<file path="config.mk">
export PLATFORM = sky130hd
export DESIGN_NAME = rpn_eval
export DESIGN_NICKNAME = d
export VERILOG_FILES = /design/src/rtl/rpn_pkg.sv /design/src/rtl/rpn_stack.sv /design/src/rtl/rpn_alu.sv /design/src/rtl/rpn_flags.sv /design/src/rtl/rpn_eval.sv
export SDC_FILE = /design/constraint.sdc
export NUM_CORES = 1
export LEC_CHECK = 0
export ABC_AREA = 1
export ABC_CLOCK_PERIOD_IN_PS = 11200
export BUFFER_PORTS_ARGS = -buffer_cell sky130_fd_sc_hd__buf_2
export CAP_MARGIN = 20
export CORE_AREA = 5 5 142 172
export DETAILED_ROUTE_END_ITERATION = 16
export DIE_AREA = 0 0 147 177
export PLACE_DENSITY = 0.83
export SYNTH_ARGS = -nofsm -noshare
export SYNTH_HDL_FRONTEND = slang
export SYNTH_SLANG_ARGS = --single-unit
export TNS_END_PERCENT = 30
</file>
<file path="constraint.sdc">
create_clock -name clk -period 11.2 [get_ports clk]
set_clock_uncertainty 0.1 [all_clocks]
set_input_delay 0.56 -clock clk [delete_from_list [all_inputs] [get_ports clk]]
set_output_delay 0.56 -clock clk [all_outputs]
set_load 0.03 [all_outputs]
</file>
<file path="src/rtl/rpn_pkg.sv">
package rpn_pkg;

    typedef enum logic [1:0] {
        TK_OPND = 2'b00,
        TK_ADD  = 2'b01,
        TK_SUB  = 2'b10,
        TK_MUL  = 2'b11
    } tok_kind_e;

    typedef enum logic [1:0] {
        SO_HOLD,
        SO_PUSH,
        SO_POP,
        SO_FOLD
    } stk_op_e;

    typedef struct packed {
        stk_op_e op;
        logic    set_ovf;
        logic    set_unf;
        logic    take_res;
    } ctrl_t;

    function automatic logic is_operator(input tok_kind_e k);
        return k != TK_OPND;
    endfunction

endpackage

</file>
<file path="src/rtl/rpn_stack.sv">
module rpn_stack
    import rpn_pkg::*;
#(
    parameter int W     = 16,
    parameter int DEPTH = 8,
    localparam int CW   = $clog2(DEPTH + 1)
) (
    input  logic          clk,
    input  logic          rst,
    input  logic          clr,
    input  stk_op_e       op,
    input  logic [W-1:0]  wdata,
    output logic [W-1:0]  top,
    output logic [W-1:0]  second,
    output logic          has_two,
    output logic          empty,
    output logic          full
);
    logic [W-1:0]  mem [DEPTH];
    logic [CW-1:0] cnt;

    always_ff @(posedge clk) begin
        if (rst || clr) begin
            cnt <= '0;
        end else begin
            case (op)
                SO_PUSH: cnt <= cnt + CW'(1);
                SO_POP:  cnt <= cnt - CW'(1);
                SO_FOLD: cnt <= cnt - CW'(1);
                default: cnt <= cnt;
            endcase
        end
    end

    for (genvar i = 0; i < DEPTH; i++) begin : g_slot
        always_ff @(posedge clk) begin
            if (rst) begin
                mem[i] <= '0;
            end else if (!clr) begin
                if (op == SO_PUSH && cnt == CW'(i))
                    mem[i] <= wdata;
                else if (op == SO_FOLD && cnt == CW'(i + 2))
                    mem[i] <= wdata;
            end
        end
    end

    always_comb begin
        top    = '0;
        second = '0;
        for (int i = 0; i < DEPTH; i++) begin
            if (cnt == CW'(i + 1)) top    = mem[i];
            if (cnt == CW'(i + 2)) second = mem[i];
        end
    end

    assign empty   = (cnt == '0);
    assign full    = (cnt == CW'(DEPTH));
    assign has_two = (cnt >= CW'(2));

endmodule

</file>
<file path="src/rtl/rpn_alu.sv">
module rpn_alu
    import rpn_pkg::*;
#(
    parameter int W = 16
) (
    input  tok_kind_e     kind,
    input  logic [W-1:0]  lhs,
    input  logic [W-1:0]  rhs,
    output logic [W-1:0]  res
);
    always_comb begin
        case (kind)
            TK_ADD:  res = lhs + rhs;
            TK_SUB:  res = lhs - rhs;
            TK_MUL:  res = lhs * rhs;
            default: res = rhs;
        endcase
    end
endmodule

</file>
<file path="src/rtl/rpn_flags.sv">
module rpn_flags (
    input  logic clk,
    input  logic rst,
    input  logic clr,
    input  logic set_ovf,
    input  logic set_unf,
    output logic ovf,
    output logic unf
);
    always_ff @(posedge clk) begin
        if (rst || clr) begin
            ovf <= 1'b0;
            unf <= 1'b0;
        end else begin
            ovf <= ovf | set_ovf;
            unf <= unf | set_unf;
        end
    end
endmodule

</file>
<file path="src/rtl/rpn_eval.sv">
module rpn_eval
    import rpn_pkg::*;
#(
    parameter int W     = 16,
    parameter int DEPTH = 8
) (
    input  logic          clk,
    input  logic          rst,
    input  logic          clr,
    input  logic          tok_valid,
    output logic          tok_ready,
    input  logic [1:0]    tok_kind,
    input  logic [W-1:0]  tok_value,
    input  logic          res_req,
    output logic          res_valid,
    output logic [W-1:0]  res_data,
    output logic [W-1:0]  top_data,
    output logic          empty,
    output logic          full,
    output logic          underflow_err,
    output logic          overflow_err
);
    tok_kind_e    kind;
    ctrl_t        ctl;
    logic         accept;
    logic         has_two;
    logic [W-1:0] second;
    logic [W-1:0] alu_res;
    logic [W-1:0] wdata;

    assign kind      = tok_kind_e'(tok_kind);
    assign tok_ready = !clr && !res_req;
    assign accept    = tok_valid && tok_ready;

    rpn_alu #(.W(W)) u_alu (
        .kind (kind),
        .lhs  (second),
        .rhs  (top_data),
        .res  (alu_res)
    );

    always_comb begin
        ctl = '{op: SO_HOLD, set_ovf: 1'b0, set_unf: 1'b0, take_res: 1'b0};
        if (!clr) begin
            if (res_req) begin
                if (!empty) begin
                    ctl.op       = SO_POP;
                    ctl.take_res = 1'b1;
                end else begin
                    ctl.set_unf = 1'b1;
                end
            end else if (accept) begin
                if (!is_operator(kind)) begin
                    if (full) ctl.set_ovf = 1'b1;
                    else      ctl.op      = SO_PUSH;
                end else if (has_two) begin
                    ctl.op = SO_FOLD;
                end else begin
                    ctl.set_unf = 1'b1;
                end
            end
        end
    end

    assign wdata = (ctl.op == SO_FOLD) ? alu_res : tok_value;

    rpn_stack #(.W(W), .DEPTH(DEPTH)) u_stack (
        .clk     (clk),
        .rst     (rst),
        .clr     (clr),
        .op      (ctl.op),
        .wdata   (wdata),
        .top     (top_data),
        .second  (second),
        .has_two (has_two),
        .empty   (empty),
        .full    (full)
    );

    rpn_flags u_flags (
        .clk     (clk),
        .rst     (rst),
        .clr     (clr),
        .set_ovf (ctl.set_ovf),
        .set_unf (ctl.set_unf),
        .ovf     (overflow_err),
        .unf     (underflow_err)
    );

    always_ff @(posedge clk) begin
        if (rst || clr) begin
            res_valid <= 1'b0;
            res_data  <= '0;
        end else begin
            res_valid <= ctl.take_res;
            if (ctl.take_res) res_data <= top_data;
        end
    end

endmodule

</file>
==> results.md <==
* Vias in the first global route at ~13000
* Crit path time final at slightly below 10 ns
* Post-synthesis area per instance at 7.262 sq um
* Worst IR Drop VDD at roughly 110 uV
* Fillers at between 1500 and 2000
* Hold_ws at ~0.33 ns
* HP Class: in -> reg
* Port bufs at 60
* Largest net degree at the start of global routing at 51
* Sequential-to-total area share from yosys stat at a little under a third
* Share of flip-flops with an asynchronous set or reset at 0%
* Die Area at 0.02602 sq mm
* Power per cell area at about 87 mW/mm^2
* Die Span X at about 150 microns
* Final worst path period share at between 80% and 90%
* I/O Pins at 61
* Row count at 61
* CP dominant cell by count: inv_1
* Initial DRC count at 1694
* GP Congestion at approximately 1
* Synth Area in Compound Gates at under 10%
* Register clock-pin slew on the reported worst setup and hold paths at 0.06 ns
* Buffer levels on the longest clock path at 2
* Top FF cell, synth: edfxtp_1
* First-pass GRT wire length at between 60000 and 70000 microns
* Mapped Area at about 0.014 sq mm
* Synth warnings at 0
* Max-Cap Viols at 0
* Non-filler cells, final at ~2200
* Starting Density at 61.67%
* DP Area at 0.01435 sq mm
* Die height at 177 microns
* Fraction of synthesized area in multiplexers at less than 1%
* Critical path launch point type: flop
* Htree depth at 4
* Post-synthesis cell type count at 54
* Total track usage at roughly a third
* Area of the multi-input gates at roughly 0.0080 sq mm
* Number of synthesized flops with an enable pin at approximately 130
* Largest family of logic cells by synthesized area: simple AND/OR/NAND/NOR gates
* Crit path max fanout at 34
* Initial antenna violation count at 0
* Worst EP required at 11.26 ns
* Ant diodes at 0
* Wirelength per Cell at roughly 19 microns
* Clk_lat worst skew at about 0.44 ns
* TNS Setup at 0 ns
* Cts hold-fix bufs at 0
* Fin nets at around 2100
* TritonCTS clock tree: done
* Share of cells above drive strength 1 at under 10%
* Post-layout util at 65.72%
* GRT overflow at 0
* Post-Synth Adder-Cell Area at ~18%
* 1st-pass router iterations at 7
* Number of vias per cell at around 5.8
* Core ar. at about 0.023 sq mm
* CP Class: reg -> reg
* Final slew viol count at 0
* WP data arrival at about 9.7 ns
* CP max stage cell: mux2i_1
* Setup Fix Bufs, Post-CTS at 0
* Mapped Cells at a little under 2000
* Outcome: finished clean
* Synth Net Count at 2102
* Simple-Gate Fraction of Synth Area at 29.72%
* Routed Antenna Nets at 0
* Synth Register Bits at around 150
* Final Hold Viols at 0
* Slew headroom at between 20% and 30%
* Finished Cell Area at roughly 0.015 sq mm
* WL final at between 40000 and 50000 microns
* DRC Markers at 0
* Dpl hpwl at approximately 32000 microns
* Worst setup EP type: flop
* LEAKAGE at between 7 and 8 nW
* RSZ-0062 raised after global routing: no
* CP peak stage delay at roughly 0.65 ns
* CTS Buf Count at 17
* Routed vias at around 13000
* Sink Count at ~150
* Slew @ Worst Pin at between 1 and 1.5 ns
* CTS Root Buffer Type: clkbuf_16
* Post-Place Cells at 2207
* Storage cell area at 0.004304 sq mm
* Final setup violation count at 0
* # resized after CTS at 0
* XOR/XNOR Fraction of Synth Area at under 10%
* Fmax at between 100 and 150 MHz
* Area growth syn-to-layout at 6.561%
==> cell usage after synthesis, types with 6 or more instances <==
library cell	count	share of area [%]
nand2_1	469	13
inv_1	323	8.7
nor2_1	249	6.7
nand3_1	152	5.4
edfxtp_1	128	27
a21oi_1	87	3.1
fa_1	81	12
ha_1	73	6.5
o21ai_0	68	2.4
clkbuf_1	29	0.78
nand4_1	27	1.2
dfxtp_1	23	3.3
inv_2	23	0.62
buf_2	21	0.75
nand2_2	17	0.76
xor2_1	16	1.0
or2_2	14	0.63
a31oi_1	12	0.54
buf_4	10	0.54
nor3_1	9	0.32
or2_0	9	0.40
clkinv_1	7	0.19
buf_1	6	0.16
buf_6	6	0.48
nand3b_1	6	0.32
o21ai_1	6	0.21
o22ai_1	6	0.27
xnor2_1	6	0.38
==> metrics by stage <==
stage                power, W  setup slack, ns
floorplan           0.0007183            3.675
global placement    0.0007536            2.133
detailed placement  0.0007571            1.854
CTS                  0.001293            1.842
global route         0.001331            1.031
finish               0.001295            1.592
==> final cells by class <==
type,instances,area share (%)
Timing Repair Buffer,73,2.671
Inverter,354,8.928
Clock inverter,10,0.4620
Multi-Input combinational cell,1347,53.48
Tap cell,283,2.377
Sequential cell,151,28.89
Clock buffer,22,3.192
==> sequential cells by signal (all words and copies together) (netlist names) <==
signal	count
res_data	16
res_valid	1
u_flags.ovf	1
u_flags.unf	1
u_stack.cnt	4
u_stack.mem	128
==> worst max-delay path: cells and delay by family (launching register included) <==
family,cells,cell delay [ns]
adders and majority gates,8,3.56
buffers and inverters,9,2.11
and+or+nand+nor,10,1.45
AOI/OAI and AO/OA,6,0.99
muxes,1,0.65
DFF,1,0.43
==> cell families (layout without fill, tap and decap cells) <==
group / Yosys count / count (layout)
AO/OA/AOI/OAI: 198 / 198
XOR/XNOR: 22 / 22
adder cells (fa/ha/maj): 154 / 154
buffers and inverters: 427 / 459
flip-flops: 151 / 151
multiplexers: 1 / 1
AND/OR/NAND/NOR: 972 / 972
==> path summary, 6_finish.rpt <==
check | startpoint | endpoint | slack [ns] | cells past startpoint
worst max-delay path | u_stack.cnt[1] | u_stack.mem[0][14] | 1.59 | 34
worst min-delay path | res_req | u_flags.unf | 0.33 | 3
worst max register to register | u_stack.cnt[1] | u_stack.mem[0][14] | 1.59 | 34
worst min register to register | u_flags.ovf | u_flags.ovf | 0.37 | 2
==> metal layers <==
layer | global-route usage [%] | part of all wire [%]
met2 | 57.72 | 49
met5 | 0 | 0
met4 | 21.29 | 6.8
met1 | 38.64 | 36
met3 | 4.483 | 8.5
==> placed cells by master, fill, tap and decap left out, drive strengths merged, types with 2 or more instances in the layout <==
cell type,netlist,routed
nand2,487,487
inv,346,351
nor2,255,255
nand3,156,156
edfxtp,128,128
a21oi,89,89
fa,81,81
o21ai,75,75
ha,73,73
buf,43,73
nand4,27,27
or2,26,26
dfxtp,23,23
clkbuf,30,22
xor2,16,16
clkinv,8,13
a31oi,12,12
nor3,11,11
nand3b,7,7
xnor2,6,6
o22ai,6,6
o21bai,4,4
o21a,4,4
a21o,2,2
==> report_power, final <==
group	internal (W)	switching [W]
Combinational	0.0000315	0.0000845
Sequential	0.000625	0.00000824
Clock	0.000304	0.000242
Total	0.000960	0.000335
(Power assumes the default switching activity.)
